### config.mk
export PLATFORM = sky130hd
export DESIGN_NAME = mem_power_mgr
export DESIGN_NICKNAME = d
export VERILOG_FILES = /design/src/rtl/mpm_pkg.sv /design/src/rtl/mpm_addr_dec.sv /design/src/rtl/mpm_chip_ctl.sv /design/src/rtl/mem_power_mgr.sv
export SDC_FILE = /design/constraint.sdc
export NUM_CORES = 1
export LEC_CHECK = 0
export ABC_AREA = 1
export BUFFER_PORTS_ARGS = -buffer_cell sky130_fd_sc_hd__buf_2
export CAP_MARGIN = 20
export CORE_ASPECT_RATIO = 1.75
export CORE_MARGIN = 2
export CORE_UTILIZATION = 48
export CTS_BUF_LIST = sky130_fd_sc_hd__clkbuf_8
export CTS_CLUSTER_DIAMETER = 100
export DETAILED_ROUTE_END_ITERATION = 12
export HOLD_SLACK_MARGIN = 0.06
export PLACE_DENSITY = 0.72
export SETUP_SLACK_MARGIN = 0.02
export SYNTH_ARGS = -nofsm -noshare
export SYNTH_HDL_FRONTEND = slang
export SYNTH_SLANG_ARGS = --single-unit
### constraint.sdc
create_clock -name clk -period 13.9 [get_ports clk]
set_clock_uncertainty 0.1 [all_clocks]
set_input_delay 2.085 -clock clk [delete_from_list [all_inputs] [get_ports clk]]
set_output_delay 2.085 -clock clk [all_outputs]
set_load 0.05 [all_outputs]
### src/rtl/mpm_pkg.sv
`timescale 1ns/1ps
package mpm_pkg;
  typedef enum logic [1:0] {
    PS_ACT  = 2'b00,
    PS_STBY = 2'b01,
    PS_NAP  = 2'b10,
    PS_PDN  = 2'b11
  } pwr_st_e;
endpackage

### src/rtl/mpm_addr_dec.sv
`timescale 1ns/1ps
module mpm_addr_dec #(
  parameter int NUM_CHIPS = 8,
  parameter int CHIP_W    = 3
) (
  input  logic                 valid,
  input  logic [CHIP_W-1:0]    chip_bits,
  output logic [NUM_CHIPS-1:0] sel
);
  for (genvar i = 0; i < NUM_CHIPS; i++) begin : g_sel
    assign sel[i] = valid && (chip_bits == CHIP_W'(i));
  end

  // a request selects at most one chip
  always_comb begin
    a_sel_onehot_r6: assert ($onehot0(sel));
  end
endmodule

### src/rtl/mpm_chip_ctl.sv
`timescale 1ns/1ps
module mpm_chip_ctl
  import mpm_pkg::*;
#(
  parameter int T_AS  = 0,
  parameter int T_SN  = 94,
  parameter int T_NP  = 46875,
  parameter int L_SB  = 1,
  parameter int L_NAP = 8,
  parameter int L_PD  = 750,
  parameter int OUT_W = 3
) (
  input  logic       clk,
  input  logic       rst_n,
  input  logic       quad_mode,
  input  logic [1:0] base_sel,
  input  logic       hit,
  input  logic       done,
  output logic       rdy,
  output logic [1:0] st_o
);
  localparam int TMAX   = (T_AS > T_SN) ? ((T_AS > T_NP) ? T_AS : T_NP)
                                        : ((T_SN > T_NP) ? T_SN : T_NP);
  localparam int LMAX   = (L_SB > L_NAP) ? ((L_SB > L_PD) ? L_SB : L_PD)
                                         : ((L_NAP > L_PD) ? L_NAP : L_PD);
  localparam int IDLE_W = $clog2(TMAX + 2);
  localparam int WAKE_W = $clog2(LMAX + 1);
  localparam logic [IDLE_W-1:0] IC_ONE = IDLE_W'(1);
  localparam logic [IDLE_W-1:0] IC_MAX = '1;
  localparam logic [WAKE_W-1:0] WC_ONE = WAKE_W'(1);
  localparam logic [OUT_W-1:0]  OC_ONE = OUT_W'(1);

  pwr_st_e            st, st_n;
  logic               waking, wk_n;
  logic [WAKE_W-1:0]  wcnt, wc_n;
  logic [IDLE_W-1:0]  icnt, ic_n;
  logic [OUT_W-1:0]   outst, oc_n;
  logic [IDLE_W-1:0]  thr;
  logic [WAKE_W-1:0]  lat;
  logic               idle, grant, done_ok;

  always_comb begin
    unique case (st)
      PS_ACT:  thr = IDLE_W'(T_AS);
      PS_STBY: thr = IDLE_W'(T_SN);
      default: thr = IDLE_W'(T_NP);
    endcase
    unique case (st)
      PS_STBY: lat = WAKE_W'(L_SB);
      PS_NAP:  lat = WAKE_W'(L_NAP);
      default: lat = WAKE_W'(L_PD);
    endcase
  end

  assign rdy     = (st == PS_ACT) && !waking;
  assign grant   = hit && rdy;
  assign done_ok = done && (outst != '0);
  assign idle    = (outst == '0) && !hit && !done && !waking;
  assign st_o    = st;

  // next-state process
  always_comb begin
    st_n = st;
    wk_n = waking;
    wc_n = wcnt;
    ic_n = icnt;
    oc_n = outst;
    if (grant && !done_ok)      oc_n = outst + OC_ONE;
    else if (!grant && done_ok) oc_n = outst - OC_ONE;
    if (waking) begin
      ic_n = '0;
      if (wcnt == WC_ONE) begin
        st_n = PS_ACT;
        wk_n = 1'b0;
        wc_n = '0;
      end else begin
        wc_n = wcnt - WC_ONE;
      end
    end else if (hit && st != PS_ACT) begin
      wk_n = 1'b1;
      wc_n = lat;
      ic_n = '0;
    end else if (!idle) begin
      ic_n = '0;
    end else if (quad_mode) begin
      if (st != PS_PDN && icnt >= thr) begin
        st_n = pwr_st_e'(st + 2'd1);
        ic_n = '0;
      end else if (icnt != IC_MAX) begin
        ic_n = icnt + IC_ONE;
      end
    end else if (st == PS_ACT && base_sel != 2'b00) begin
      st_n = pwr_st_e'(base_sel);
      ic_n = '0;
    end
  end

  // register process
  always_ff @(posedge clk or negedge rst_n) begin
    if (!rst_n) begin
      st     <= PS_ACT;
      waking <= 1'b0;
      wcnt   <= '0;
      icnt   <= '0;
      outst  <= '0;
    end else begin
      st     <= st_n;
      waking <= wk_n;
      wcnt   <= wc_n;
      icnt   <= ic_n;
      outst  <= oc_n;
    end
  end

  // in the cascade a state change downward is exactly one level
  p_step_one_r2: assert property (@(posedge clk) disable iff (!rst_n)
    ($past(quad_mode) && st != $past(st) && st != PS_ACT)
      |-> (st == pwr_st_e'($past(st) + 2'd1)));

  // in the two-state policy Active falls straight to the base code
  p_dual_base_r3: assert property (@(posedge clk) disable iff (!rst_n)
    (!$past(quad_mode) && $past(st) == PS_ACT && st != PS_ACT)
      |-> (st == pwr_st_e'($past(base_sel))));

  // Active is re-entered only when the wake countdown expires
  p_wake_done_r5: assert property (@(posedge clk) disable iff (!rst_n)
    (st == PS_ACT && $past(st) != PS_ACT)
      |-> ($past(waking) && $past(wcnt) == WC_ONE));

  // a wake-up starts only from a request to this chip
  p_wake_hit_r7: assert property (@(posedge clk) disable iff (!rst_n)
    $rose(waking) |-> $past(hit));

  // no step down while an access is outstanding
  p_busy_hold_r8: assert property (@(posedge clk) disable iff (!rst_n)
    ($past(outst) != '0) |-> !(st != $past(st) && st != PS_ACT));

  // the outstanding counter never wraps
  p_no_overflow_r8: assert property (@(posedge clk) disable iff (!rst_n)
    (grant && !done_ok && outst == '1) |=> 1'b0);
endmodule

### src/rtl/mem_power_mgr.sv
`timescale 1ns/1ps
module mem_power_mgr #(
  parameter int NUM_CHIPS = 8,
  parameter int CHIP_AW   = 20,
  parameter int T_AS      = 0,
  parameter int T_SN      = 94,
  parameter int T_NP      = 46875,
  parameter int L_SB      = 1,
  parameter int L_NAP     = 8,
  parameter int L_PD      = 750,
  parameter int OUT_W     = 3,
  parameter int CHIP_W    = $clog2(NUM_CHIPS),
  parameter int ADDR_W    = CHIP_AW + CHIP_W
) (
  input  logic                   clk,
  input  logic                   rst_n,
  input  logic                   quad_mode,
  input  logic [1:0]             base_sel,
  input  logic                   req_valid,
  input  logic [ADDR_W-1:0]      req_addr,
  output logic                   req_ready,
  input  logic                   done_valid,
  input  logic [CHIP_W-1:0]      done_chip,
  output logic [2*NUM_CHIPS-1:0] chip_state
);
  logic [1:0]           rst_sync;
  logic                 rst_int_n;
  logic [NUM_CHIPS-1:0] sel, done_vec, rdy_vec;
  logic [CHIP_W-1:0]    chip_bits;
  logic                 unused_addr_bits;

  always_ff @(posedge clk or negedge rst_n) begin
    if (!rst_n) rst_sync <= '0;
    else        rst_sync <= {rst_sync[0], 1'b1};
  end
  assign rst_int_n = rst_sync[1];

  assign chip_bits        = req_addr[ADDR_W-1 -: CHIP_W];
  assign unused_addr_bits = ^req_addr[CHIP_AW-1:0];

  mpm_addr_dec #(.NUM_CHIPS(NUM_CHIPS), .CHIP_W(CHIP_W)) u_dec (
    .valid     (req_valid),
    .chip_bits (chip_bits),
    .sel       (sel)
  );

  for (genvar i = 0; i < NUM_CHIPS; i++) begin : g_chip
    assign done_vec[i] = done_valid && (done_chip == CHIP_W'(i));
    mpm_chip_ctl #(
      .T_AS(T_AS), .T_SN(T_SN), .T_NP(T_NP),
      .L_SB(L_SB), .L_NAP(L_NAP), .L_PD(L_PD), .OUT_W(OUT_W)
    ) u_ctl (
      .clk       (clk),
      .rst_n     (rst_int_n),
      .quad_mode (quad_mode),
      .base_sel  (base_sel),
      .hit       (sel[i]),
      .done      (done_vec[i]),
      .rdy       (rdy_vec[i]),
      .st_o      (chip_state[2*i +: 2])
    );
  end

  always_comb begin
    req_ready = 1'b0;
    for (int i = 0; i < NUM_CHIPS; i++) begin
      if (chip_bits == CHIP_W'(i)) req_ready = rdy_vec[i];
    end
  end
endmodule

---- Yosys cells after proc, flatten, opt, wreduce, memory -nomap -nowiden ----
Cells that the tools add are included.
storage, ports and cells
  register bits ........................... 258
  bits of input ports ..................... 33
operators by class
  add/sub/neg operators ................... 40
  order comparisons ....................... 8
  equal/unequal tests ..................... 94
  multiplexer cells ....................... 200
  reductions and logical operators ........ 227
operators with widths
  kind                   number
  $mux 16                56
  $pmux 16 s2            8
  $mux 10                24
  $pmux 10 s2            8
  $add 16x1->16 const B  8
  $ge 16x16->1           8
  $ne 16x16->1 const B   8
  $mux 2                 56
  $logic_and 1x1->1      104
  $eq 10x1->1 const B    8
  $sub 10x1->10 const B  8
  $reduce_bool 2->1      33
  $mux 3                 16
  $ne 6x5->1 const B     8
  $reduce_bool 3->1      16
  $logic_not 1->1        40
  $ne 5x4->1 const B     8
  $reduce_and 5->1       8
  $mux 1                 32
  $ne 2x2->1 const B     16
  $logic_not 3->1        10
  $add 3x1->3 const B    8
  $eq 3x3->1 const B     8
  $ne 3x1->1 const B     8
  other kinds (9)        62

---- Logic depth before layout (Yosys ltp) ----
  word-level depth ........................ 10
  gate-level depth with buffers ........... 19
  gate-level depth less buffers ........... 19

---- Hierarchy ----
From an unflattened synthesis, not the netlist that was laid out.
second synthesis, totals
  cell total of the unflattened synthesis .. 2819
  area total of the unflattened synthesis .. 20542.2 um^2
modules (own cells, without submodules)
  module                               times used  cells an instance  area each (um^2)
  mpm_chip_ctl at g_chip[1].u_ctl ...  4           346                2544.9
  mpm_chip_ctl at g_chip[3].u_ctl      1           361                2620.0
  mpm_chip_ctl at g_chip[0].u_ctl      1           345                2537.4
  mpm_chip_ctl at g_chip[7].u_ctl      1           330                2468.6
  mpm_chip_ctl at g_chip[6].u_ctl      1           336                2448.6
  mem_power_mgr                        1           46                 224.0
  mpm_addr_dec                         1           17                 63.8

---- Worst setup path after synthesis ----
OpenSTA, ideal clock, no wires.
  path type ............................... input port to output port
  from .................................... input port req_addr[20]
  to ...................................... output port req_ready
  arrival time ............................ 2930 ps
  slack ................................... 8785 ps
  stages on the path ...................... 6
  buffers on the path ..................... 0
  path through ............................ inv_1 nor3_1 nand3_1 o2111ai_1 nor4_1 nand2_1
on the way
  cells in the longest elaborated chain, start to end .. 9
  elaborated cells between the ends (all ways) .. 16
  those cells by class .................... eq/ne (7); mux (8); reduce/logical (1)
ends and longest elaborated chain
  item                  RTL line             RTL
  from (decl)           mem_power_mgr.sv:20  input logic [ADDR_W-1:0] req_addr,
  $logic_not 3->1       mem_power_mgr.sv:67  if (chip_bits == CHIP_W'(i)) req_ready = rdy_vec[i];
  $mux 1 (7 in series)  mem_power_mgr.sv:67
  $mux 1 (*)            mem_power_mgr.sv:67
  to (decl)             mem_power_mgr.sv:21  output logic req_ready,
Mark *: on every way between the ends. The rest lies on a longest branch, timed or not.

---- Final worst setup path ----
  from .................................... input port req_addr[22]
  to ...................................... output port req_ready
Same word-level chain as after synthesis.

==> run_results.csv <==
group,metric,value,unit
sta,fin_setup_tns,0,ns
pwr,p_per_area,99.3,mW/mm²
finish,final_common_cell,"nand2_1",
detailed_routing,drc_errors,0,
placed_design,hpwlAfterDp,36500,µm
pwr,p_sw,733,µW
global_route,grt_max_degree,145,
clock_network,cts_buffer_depth,3,
floorplan,die_w,157,µm
sta,hold_viol,0,
global_route,grt_overflow_total,0,
worst_setup_path,startpoint_type,"input port",
worst_setup_path,required,11.72,ns
detailed_routing,drt-total-wl,49300,µm
sta,setup_viol_count_final,0,
worst_setup_path,crit_path_end_kind,"output pin",
synthesis,syn_area_per_cell,7.24,µm²
finish,final_util,52.1,%
detailed_routing,drtPass1Iterations,5,
pwr,total_power,2.11,mW
worst_setup_path,crit_arrival,3.34,ns
finish,final_nets,2953,
pwr,p_leak,10.6,nW
worst_setup_path,worstSetupPathType,"input port to output pin",
synthesis,ys_top_cells_by_area,"dfrtp_1 33%, nand2_1 12%, ha_1 11%",
synthesis,synth_cell_types,52,
status,outcome,"finished clean",
clock_network,root_buffer,"clkbuf_8",
finish,register_area,0.00646,mm²
finish,fill_cells,3952,
sta,tightest_slew,0.982,ns
clock_network,cts_sinks,258,
synthesis,synth-seq-cells,258,
placed_design,io_buffers,29,
finish,mostFrequentLayoutCells,"610 x nand2_1, 357 x inv_1, 337 x nor2_1, 331 x nand3_1, 257 x dfrtp_1",
global_route,antenna_found_initial,3,
synthesis,syn_area,0.0197,mm²
clock_network,postCtsHoldBufs,0,
run,drv_cap,0,
clock_network,clk_pin_slew,0.05,ns
detailed_routing,ant_nets,0,
clock_network,cts_made_buffers,45,
finish,areaGrowthSynthToFinish,7.74,%
synthesis,synth_nets,2925,
finish,drive_above_1_share,6.19,%
detailed_routing,via_count,18092,
sta,finalCritPeriodShare,39.8,%
sta,maxSlewViolCount,0,
synthesis,ys_seq_area_share,32.8,%
sta,rsz0062_at_grt,"no",
synthesis,synth_edf_count,0,
clock_network,cts_setup_buffers,0,
finish,multiInputGateArea,0.0116,mm²
pwr,pwr-share-clk,33.3,%
synthesis,syn_inst,2718,
detailed_routing,drtIter0Drc,977,
pwr,combPwrFrac,23.9,%
synthesis,synth-async-reset-ratio,100,%
global_route,grt_first_pass_wirelength,82500,µm
synthesis,synth_warnings,0,
sta,max-slew-margin-rel,34.5,%
floorplan,rows,98,
floorplan,start_util,48.3,%
pwr,p_int,1.37,mW
worst_setup_path,path_max_fanout,6,
clock_network,clock_latency,0.60,ns
clock_network,cts_tree,"built",
pwr,pwr-share-seq,42.7,%
clock_network,cts_resized,0,
floorplan,die_area,0.0427,mm²
sta,fin_crit,5.53,ns
placed_design,gp_congestion,0.894,
floorplan,ioPinCount,50,
global_route,grtUsageTotal,23.2,%
worst_hold_path,hp-class,"register to asynchronous set/reset pin",
clock_network,cts_max_level,2,
pwr,peakVddDrop,57.1,µV
floorplan,core,0.0407,mm²
synthesis,ys.flop_type,"dfrtp_1",
synthesis,synth_top_area_share,32.8,%
global_route,grt_pass1_vias,18263,
synthesis,synth_area_leader_cell,"dfrtp_1",
floorplan,fp.dieH,272,µm
pwr,p_sw_share,34.8,%
sta,fmax,181,MHz
detailed_routing,vias_per_cell,5.43,
detailed_routing,post_drt_wl_per_cell,14.8,µm
-- cell families (layout without fill, tap and decap cells) --
logic type	Yosys count	count (layout)	synth area share [%]
adders and majority gates	174	174	11.4
buffers and inverters	408	470	8.15
other	1	2	0.0191
AOI/OAI and AO/OA	250	250	7.57
muxes	8	8	0.458
and+or+nand+nor	1475	1475	33.2
DFF	258	258	32.8
xor gates and xnor gates	144	144	6.41
-- critical path, stage by stage --
cell       delay [ns]
buf_2            0.13
inv_2            0.07
nand3_1          0.11
nor2_1           0.05
nand2_1          0.06
o2111ai_1        0.12
nor4_1           0.28
nand2_1          0.18
buf_2            0.25
-- power by group through the flow --
stage,Clock (mW),Combinational [mW],Sequential [mW]
floorplan,0,0.369,0.915
global placement,0,0.480,0.906
detailed placement,0,0.505,0.912
CTS,0.723,0.506,0.899
global route,0.752,0.577,0.910
finish,0.702,0.504,0.900
-- sequential cells by signal (all words and copies together), names as in the netlist --
register,cells
g_chip.u_ctl.icnt,128
g_chip.u_ctl.wcnt,80
g_chip.u_ctl.outst,24
g_chip.u_ctl.st_o,16
g_chip.u_ctl.waking,8
rst_sync,2
-- final timing paths --
path / from / to / slack (ns) / cells after the start
worst max-delay path: req_addr[22] / req_ready / 8.37 / 9
worst min-delay path: rst_sync[1] / g_chip[5].u_ctl.icnt[0] / 0.21 / 0
worst max register to register: g_chip[0].u_ctl.st_o[0] / g_chip[0].u_ctl.icnt[11] / 10.29 / 17
worst min register to register: rst_sync[1] / g_chip[5].u_ctl.icnt[0] / 0.21 / 0
max in group asynchronous: rst_sync[1] / g_chip[0].u_ctl.icnt[10] / 11.33 / 2
min in group clk: rst_sync[0] / rst_sync[1] / 0.25 / 0
-- per-layer routing --
metal	vias up	share of wire, %	global-route usage, %
li1	8960	-	-
met1	8558	39	24.3
met2	410	53	44.1
met3	160	3.4	2.94
met4	4	4.9	12.2
met5	-	0.049	0
-- cell type report --
class	instances	area share, %
multi-input cells	2052	54.8
flip-flops and latches	258	30.5
inverters	351	6.21
well taps	550	3.25
clock inverters	27	0.684
diodes	1	0.0118
repair buffers	38	1.07
clock buffers	54	3.50
-- Yosys cell counts, types with 4 or more instances --
cell type	instances
buf_2	19
a31oi_1	4
nand2_1	610
o21ai_0	78
mux2_2	8
a22oi_1	34
or2_2	15
o21a_1	4
dfrtp_1	258
a21o_1	4
a31o_2	4
xnor2_1	24
a21oi_1	69
nand2_2	14
nand4_1	63
o21bai_1	4
nor3_1	57
clkbuf_1	18
nor2_1	337
xor2_1	120
o211ai_1	12
clkinv_1	4
nor2_2	5
o221ai_1	9
o22ai_1	20
inv_1	341
inv_2	6
fa_1	8
ha_1	166
buf_4	7
nand3_1	331
buf_1	8
nand3b_1	23
-- metrics by stage --
stage	instance area, µm²	hold WS, ns	worst slack, ns	cells
2_1_floorplan	19700	0.231	6.08	2718
3_3_place_gp	20300	0.235	8.40	3249
3_5_place_dp	20300	0.237	8.38	3249
4_1_cts	21200	0.250	8.38	3330
5_1_grt	21200	0.263	8.26	3331
6_report	21200	0.209	8.37	3331
(Power assumes the default switching activity.)
